`config.mk`:
```
export PLATFORM = sky130hd
export DESIGN_NAME = lpm_ctrl
export DESIGN_NICKNAME = d
export VERILOG_FILES = /design/src/rtl/lpm_pkg.sv /design/src/rtl/lpm_modereg.sv /design/src/rtl/lpm_mcd.sv /design/src/rtl/lpm_rstseq.sv /design/src/rtl/lpm_ctrl.sv
export SDC_FILE = /design/constraint.sdc
export NUM_CORES = 1
export LEC_CHECK = 0
export CORE_MARGIN = 3
export CORE_UTILIZATION = 41
export CTS_BUF_LIST = sky130_fd_sc_hd__clkbuf_16
export CTS_CLUSTER_DIAMETER = 200
export DETAILED_ROUTE_END_ITERATION = 8
export PLACE_DENSITY_LB_ADDON = 0.25
export SLEW_MARGIN = 20
export SYNTH_ARGS = -nofsm -noshare
export SYNTH_HDL_FRONTEND = slang
export SYNTH_HIERARCHICAL = 1
export SYNTH_SLANG_ARGS = --single-unit
export TNS_END_PERCENT = 50
```
`constraint.sdc`:
```
create_clock -name clk -period 1.75 [get_ports clk]
set_input_delay 0.175 -clock clk [delete_from_list [all_inputs] [get_ports clk]]
set_output_delay 0.175 -clock clk [all_outputs]
set_load 0.05 [all_outputs]
```
`src/rtl/lpm_pkg.sv`:
```
package lpm_pkg;
  typedef enum logic [1:0] {
    MODE_RUN  = 2'd0,
    MODE_IDLE = 2'd1,
    MODE_STOP = 2'd2
  } lpm_mode_e;

  localparam int CTL_W    = 3;
  localparam int BIT_IDLE = 0;
  localparam int BIT_STOP = 1;
  localparam int BIT_MCD  = 2;
endpackage

```
`src/rtl/lpm_modereg.sv`:
```
module lpm_modereg
  import lpm_pkg::*;
(
  input  logic             clk,
  input  logic             rst_n,
  input  logic             sync_clr,
  input  logic             ctl_we,
  input  logic [CTL_W-1:0] ctl_wdata,
  input  logic             insn_done,
  input  logic             wake,
  output lpm_mode_e        mode_o,
  output logic [CTL_W-1:0] ctl_o
);
  lpm_mode_e        mode_q, mode_d;
  logic [CTL_W-1:0] ctl_q, ctl_d;

  always_comb begin
    mode_d = mode_q;
    ctl_d  = ctl_q;
    if (sync_clr) begin
      mode_d = MODE_RUN;
      ctl_d  = '0;
    end else begin
      case (mode_q)
        MODE_RUN: begin
          if (insn_done && ctl_q[BIT_STOP])      mode_d = MODE_STOP;
          else if (insn_done && ctl_q[BIT_IDLE]) mode_d = MODE_IDLE;
          if (ctl_we) ctl_d = ctl_wdata;
        end
        MODE_IDLE: begin
          if (wake) begin
            mode_d          = MODE_RUN;
            ctl_d[BIT_IDLE] = 1'b0;
          end
        end
        default: mode_d = mode_q;
      endcase
    end
  end

  always_ff @(posedge clk or negedge rst_n) begin
    if (!rst_n) begin
      mode_q <= MODE_RUN;
      ctl_q  <= '0;
    end else begin
      mode_q <= mode_d;
      ctl_q  <= ctl_d;
    end
  end

  assign mode_o = mode_q;
  assign ctl_o  = ctl_q;

  // an enabled interrupt ends light sleep on the next edge
  a_r3_idle_wake: assert property (@(posedge clk) disable iff (!rst_n)
    (mode_q == MODE_IDLE && wake && !sync_clr) |=> (mode_q == MODE_RUN && !ctl_q[BIT_IDLE]));

  // a deep request outranks a light one
  a_r9_stop_wins: assert property (@(posedge clk) disable iff (!rst_n)
    (mode_q == MODE_RUN && insn_done && ctl_q[BIT_STOP] && !sync_clr) |=> (mode_q == MODE_STOP));
endmodule

```
`src/rtl/lpm_mcd.sv`:
```
module lpm_mcd #(
  parameter int LIMIT = 100
) (
  input  logic clk,
  input  logic rst_n,
  input  logic clr,
  input  logic en,
  input  logic clk_run,
  input  logic ref_tick,
  output logic fire
);
  localparam int CW = $clog2(LIMIT + 1);

  logic [CW-1:0] cnt_q, cnt_d;

  always_comb begin
    cnt_d = cnt_q;
    if (clr || !en || clk_run)                     cnt_d = '0;
    else if (ref_tick && cnt_q != CW'(LIMIT))      cnt_d = cnt_q + 1'b1;
  end

  always_ff @(posedge clk or negedge rst_n) begin
    if (!rst_n) cnt_q <= '0;
    else        cnt_q <= cnt_d;
  end

  assign fire = (cnt_q == CW'(LIMIT));

  // the detector can only trip on a reference tick
  a_r7_fire_on_tick: assert property (@(posedge clk) disable iff (!rst_n)
    $rose(fire) |-> $past(ref_tick));

  // a disabled detector stays quiet
  a_r8_off_quiet: assert property (@(posedge clk) disable iff (!rst_n)
    !en |=> !fire);
endmodule

```
`src/rtl/lpm_rstseq.sv`:
```
module lpm_rstseq #(
  parameter int HOLD  = 4,
  parameter int N_SRC = 4
) (
  input  logic             clk,
  input  logic             rst_n,
  input  logic [N_SRC-1:0] src,
  output logic             core_rst
);
  localparam int HW = $clog2(HOLD + 1);

  logic [HW-1:0] cnt_q, cnt_d;

  always_comb begin
    cnt_d = cnt_q;
    if (|src)            cnt_d = HW'(HOLD);
    else if (cnt_q != 0) cnt_d = cnt_q - 1'b1;
  end

  always_ff @(posedge clk or negedge rst_n) begin
    if (!rst_n) cnt_q <= HW'(HOLD);
    else        cnt_q <= cnt_d;
  end

  assign core_rst = (cnt_q != 0);

  // a source always produces reset on the next cycle
  a_r1_src_resets: assert property (@(posedge clk) disable iff (!rst_n)
    (|src) |=> core_rst);
endmodule

```
`src/rtl/lpm_ctrl.sv`:
```
module lpm_ctrl
  import lpm_pkg::*;
#(
  parameter int N_IRQ     = 4,
  parameter int MCD_LIMIT = 100,
  parameter int RST_HOLD  = 4
) (
  input  logic             clk,
  input  logic             rst_n,
  input  logic             ctl_we,
  input  logic [CTL_W-1:0] ctl_wdata,
  output logic [CTL_W-1:0] ctl_rdata,
  input  logic             insn_done,
  input  logic [N_IRQ-1:0] irq_req,
  input  logic [N_IRQ-1:0] irq_en,
  input  logic             ext_rst_req,
  input  logic             cmp_rst_req,
  input  logic             cnv_rst_req,
  input  logic             ref_tick,
  output logic             cpu_clk_en,
  output logic             per_clk_en,
  output logic             cpu_rst
);
  localparam int N_SRC = 4;

  lpm_mode_e        mode;
  logic [CTL_W-1:0] ctl;
  logic             wake, mcd_fire;
  logic [N_SRC-1:0] rst_src;

  assign wake    = |(irq_req & irq_en);
  assign rst_src = {mcd_fire, cnv_rst_req, cmp_rst_req, ext_rst_req};

  lpm_modereg u_mode (
    .clk(clk), .rst_n(rst_n), .sync_clr(cpu_rst),
    .ctl_we(ctl_we), .ctl_wdata(ctl_wdata), .insn_done(insn_done),
    .wake(wake), .mode_o(mode), .ctl_o(ctl)
  );

  lpm_mcd #(.LIMIT(MCD_LIMIT)) u_mcd (
    .clk(clk), .rst_n(rst_n), .clr(cpu_rst), .en(ctl[BIT_MCD]),
    .clk_run(per_clk_en), .ref_tick(ref_tick), .fire(mcd_fire)
  );

  lpm_rstseq #(.HOLD(RST_HOLD), .N_SRC(N_SRC)) u_rst (
    .clk(clk), .rst_n(rst_n), .src(rst_src), .core_rst(cpu_rst)
  );

  assign cpu_clk_en = (mode == MODE_RUN);
  assign per_clk_en = (mode != MODE_STOP);
  assign ctl_rdata  = ctl;

  // peripheral clocks only return from deep sleep through reset
  a_r6_stop_exit_reset: assert property (@(posedge clk) disable iff (!rst_n)
    $rose(per_clk_en) |-> cpu_rst);

  // clocks are running before the core leaves reset
  a_r10_clocks_first: assert property (@(posedge clk) disable iff (!rst_n)
    $fell(cpu_rst) |-> (cpu_clk_en && per_clk_en && ctl_rdata == '0));
endmodule

```
* Yosys cells after proc, flatten, opt, wreduce, memory -nomap -nowiden
Index checks and enable logic that the tools add are counted.
** Word-level totals
- Word-level logic and storage cells :: 47
- Input port bits :: 19
- Flip-flop bits (word level) :: 15
** Operators by class
- Reduce and logical (&&, ||, !) cells :: 18
- Mux-type cells :: 14
- Bitwise logic cells :: 1
- Eq/ne operators :: 7
- Add/sub/neg operators :: 2
** Operator list (count)
- 2-to-1 mux 7 bit :: 2
- 2-to-1 mux 3 bit :: 4
- 2-to-1 mux 2 bit :: 5
- nonzero test 2 bit :: 4
- OR reduction 4 bit :: 2
- adder 7 x 1 -> 7 bit (second input constant) :: 1
- equality test 7 bit (second input constant) :: 1
- inequality test 7 bit (second input constant) :: 1
- AND reduction 3 bit :: 2
- nonzero test 3 bit :: 2
- AND 4 bit :: 1
- inequality test 4 x 1 -> 1 bit (second input constant) :: 1
- case mux 2 bit (2 select lines) :: 1
- logical AND 1 bit :: 3
- inequality test 3 x 1 -> 1 bit (second input constant) :: 1
- inequality test 3 x 2 -> 1 bit (second input constant) :: 1
- subtractor 3 x 1 -> 3 bit (second input constant) :: 1
- equality test 2 x 1 -> 1 bit (second input constant) :: 1
- zero test 2 bit :: 1
- logical OR 1 bit :: 2
- inequality test 2 bit (second input constant) :: 1
- case mux 1 bit (2 select lines) :: 1
- AND reduction 2 bit :: 1
- zero test 1 bit :: 1
- 2-to-1 mux 1 bit :: 1

* Longest topological paths before layout
- Depth after elaboration :: 5
- Mapped depth :: 7

* By module
Netlist, hierarchy kept.
** By module, submodules not included
- lpm_mcd :: seq. area each 175.2 um2, area each 401.6 um2, cells an instance 44, instances 1
- lpm_modereg :: seq. area each 125.1 um2, area each 234.0 um2, cells an instance 22, instances 1
- lpm_rstseq :: seq. area each 76.3 um2, area each 172.7 um2, cells an instance 17, instances 1
- lpm_ctrl :: seq. area each 0.0 um2, area each 28.8 um2, cells an instance 5, instances 1

* Least setup slack after synthesis
OpenSTA, ideal clock, no wires.
- Path kind :: register to register
- From :: register u_rst.cnt_q[0]
- To :: register u_mcd.cnt_q[2]
- Library setup time :: 64 ps
- Cell stages (with the launch flop) :: 7
- Setup slack :: -226 ps
- Arrival :: 1911 ps
- Period minus slack after synthesis :: 1976 ps
- Required time :: 1686 ps
- Path through :: dfrtp_1 > inv_1 > ha_1 > nand2b_1 > or3b_2 > nor2_1 > o21a_1
** On the way
- Word-level cells in the longest chain between the ends :: 4
- Elaborated cells between the ends (all ways) :: 5
- Those cells by class :: mux: 1; reduce/logical: 4
** Ends and longest elaborated chain
- start, declared :: RTL line lpm_rstseq.sv:12 : logic [HW-1:0] cnt_q, cnt_d;
- start signal, assigned :: RTL line lpm_rstseq.sv:21 : if (!rst_n) cnt_q <= HW'(HOLD);
- start signal, assigned :: RTL line lpm_rstseq.sv:22 : else cnt_q <= cnt_d;
- nonzero test 3 bit (*) :: RTL line lpm_rstseq.sv:25 : assign core_rst = (cnt_q != 0);
- net cpu_rst :: RTL line lpm_ctrl.sv:22 : output logic cpu_rst
- logical OR 1 bit (*) (2 in series) :: RTL line lpm_mcd.sv:18 : if (clr || !en || clk_run) cnt_d = '0;
- 2-to-1 mux 7 bit or nonzero test 2 bit (tied branches)
- end signal, assigned :: RTL line lpm_mcd.sv:24 : else cnt_q <= cnt_d;
- end, declared :: RTL line lpm_mcd.sv:14 : logic [CW-1:0] cnt_q, cnt_d;
The timed path passes the listed nets; every way through them passes the cells marked *.
A chain may end at the register's enable or synchronous reset.

* Final worst setup path
- From :: register u_mcd.cnt_q[0]
- To :: register u_rst.cnt_q[2]
** On the way
- Word-level cells in the longest chain between the ends :: 3
- Elaborated cells between the ends (all ways) :: 4
- Those cells by class :: eq/ne: 1; mux: 1; reduce/logical: 2
** Ends and longest elaborated chain
- equality test 7 bit (*) :: RTL line lpm_mcd.sv:27 : assign fire = (cnt_q == CW'(LIMIT));
- net mcd_fire :: RTL line lpm_ctrl.sv:28 : logic wake, mcd_fire;
- OR reduction 4 bit (*) :: RTL line lpm_rstseq.sv:16 : if (|src) cnt_d = HW'(HOLD);
- 2-to-1 mux 3 bit or nonzero test 2 bit (tied branches)
Marks and branches as above.

==> metrics.txt <==
outcome finished clean; layout cells sized above 1 17.7%; Layout area overhead 50.4%; RSZ-0062 raised after global routing no; pin count of the biggest net entering global routing 16; I/O Pins 25; Post-Syn Instances 88; Post-DP Area 1180 sq um; Synth area leaders dfrtp_1 (42%), ha_1 (6.0%), nor2_1 (4.9%), mux2i_1 (4.8%), nand2_1 (4.0%); total CTS buffers 3; syn nets 111; share of the synthesized area in the top cell type 41.9%; Yosys Warn Count 6; Overflow after GRT 0; largest area contributor in the netlist dfrtp_1; Finished Core Util 69.1%; Placed Cells 145; crit path DAT 1.86 ns; sequential fraction of the synthesis area 45.0%; Final min period 1.69 ns; Power per Cell Area 708 nW/um^2; Root Driver clkbuf_16; Worst setup EP type flip-flop; WL/cell 14.5 um; drt pass-1 iters 4; Worst-path clk slew 0.05 ns; crit share post-route 96.4%; startpoint types flip-flop; Max IR drop VDD 0.00103 V; Vias/cell 5.51; via count 821; Finished Layout Cells 149; drc violations 0; ant diodes 0; DIE HEIGHT 51.2 um; antenna-violating nets left 0; antenna violations before repair 0; Filler cells 150; critical path type flip-flop to flip-flop; Slew headroom 66.8%; clk_lat worst skew 0.24 ns; first-pass GRT wire length 3.59 mm; library cells used by synthesis 32; chip width 51.2 um; CTS H-tree depth 1; core area 1820 sq um; worst slew pin tran 0.497 ns; area of the die 2620 sq um; max frequency 593 MHz; Worst EP required 1.92 ns; clock sinks 15; Setup TNS Final 0 ns; P_leak 0.522 nW; Tot GR Track Use 18.8%; FP Rows 15; vias in the first global route 839; routability cong. 0.802; Hold Fails Final Rpt 0; Starting Density 46.0%; Mapped Area 837 sq um; Port Buffers 24; HPWL after detailed placement 1.59 mm; CTS tree done; maxcap violations 0; WL final 2.16 mm; setup bufs post-CTS 0; Final setup viols 0; CP max FO 3; Slew Viols, Final 0; Initial DRC Count 29; skew final 0.000872 ns; CTS Buffer Depth 2; nets@finish 148; Final Instance Area 1260 sq um; Synth Register Bits 15; Worst Hold Class input port to asynchronous set/reset pin; Syn Area/Cell 9.51 sq um
==> metal layers <==
layer | vias up | part of all wire (%) | track usage, % | wire length (um)
met3 | 2 | 6.5 | 6.12 | 141
met2 | 41 | 55 | 33.0 | 1180
met1 | 394 | 38 | 20.2 | 820
met4 | 0 | 0.88 | 8.97 | 19
met5 | - | 0 | 0 | 0
li1 | 384 | - | - | -
==> cells in the final DEF, fill, tap and decap left out, types with 2 or more instances in the layout <==
cell | Yosys | final
clkdlybuf4s50_1 | 0 | 21
dfrtp_1 | 14 | 14
nor2_1 | 11 | 11
buf_4 | 0 | 10
nand2_1 | 9 | 9
inv_1 | 8 | 9
a21oi_1 | 6 | 5
mux2i_1 | 4 | 4
ha_1 | 4 | 4
clkbuf_16 | 0 | 3
a22oi_1 | 2 | 2
nor3b_1 | 2 | 2
nand4_1 | 2 | 2
o21ai_0 | 2 | 2
xnor2_1 | 2 | 2
a31oi_1 | 2 | 2
==> synthesized netlist by cell type, drive strengths merged <==
cell type	instances
o21a	1
a21boi	1
or4	2
mux2i	4
nor3b	3
or3b	1
dfrtp	14
ha	4
a21oi	6
and2	1
o31ai	1
inv	8
dfstp	1
nand2b	2
xnor2	2
a211oi	1
nor2	11
nor2b	1
and4	1
a22oi	2
nand3	1
a311oi	1
nand2	9
a31oi	2
a211o	1
nand4	2
a41oi	1
o21ai	3
or3	1
==> area by class of cell <==
cell class	count	area (sq um)	area share (%)
Clock buffer	3	75.1	5.96
Clock inverter	1	3.75	0.298
Inverter	8	30.0	2.39
Multi-Input combinational cell	65	437	34.7
Sequential cell	15	377	29.9
Tap cell	25	31.3	2.49
Timing Repair Buffer	32	305	24.3
==> logic make-up after synthesis <==
logic type                 Yosys count  share of synthesized area [%]
DFF                                 15                           45.0
xor gates and xnor gates             2                           2.09
buffers and inverters                8                           3.59
and+or+nand+nor                     35                           22.6
muxes                                4                           4.78
adders and majority gates            4                           5.98
AOI/OAI and AO/OA                   20                           16.0
==> worst max-delay path, stage by stage, from the launching register on <==
cell and delay (ns):
dfrtp_1 0.33, inv_1 0.06, ha_1 0.20, and4_2 0.23, and2_1 0.17, or4_4 0.45, a21oi_2 0.11, o21ai_1 0.07
==> repair_timing <==
| action | in CTS | in global routing |
|---|---|---|
| hold buffers | 0 | 0 |
| endpoints found under the setup margin | 2 | 2 |
| pin swaps | 1 | 0 |
| cloned | 0 | 0 |
| resized for setup | 1 | 1 |
==> report_power, final <==
part / total (W) / switching (W) / internal, W
Combinational: 0.000101 / 0.0000419 / 0.0000594
Sequential: 0.000356 / 0.00000321 / 0.000353
Clock: 0.000434 / 0.000132 / 0.000302
==> stage by stage <==
stage	hold WS, ns	total power (W)	setup WS (ns)
2_1_floorplan	-0.121	0.000396	-0.0217
3_3_place_gp	0.463	0.000459	-0.00728
3_5_place_dp	0.472	0.000462	-0.0535
4_1_cts	0.268	0.000905	0.0450
5_1_grt	0.288	0.000924	0.00360
6_report	0.264	0.000892	0.0635
==> final timing paths <==
check                                 end  depth (start not counted)      startpoint  slack (ns)
hold / removal             u_mcd/cnt_q[5]                          2           rst_n        0.26
max in group asynchronous  u_rst/cnt_q[2]                          2           rst_n        1.24
setup reg to reg           u_rst/cnt_q[2]                          7  u_mcd/cnt_q[0]        0.06
hold reg to reg            u_rst/cnt_q[2]                          2  u_rst/cnt_q[2]        0.48
setup / recovery           u_rst/cnt_q[2]                          7  u_mcd/cnt_q[0]        0.06
min in group clk           u_rst/cnt_q[2]                          2  u_rst/cnt_q[2]        0.48
==> sequential cells by signal, summed over array words and instances, names as in the netlist <==
signal         flops
u_mcd/cnt_q        7
u_rst/cnt_q        3
u_mode/ctl_o       3
u_mode/mode_o      2
(Power assumes the default switching activity.)
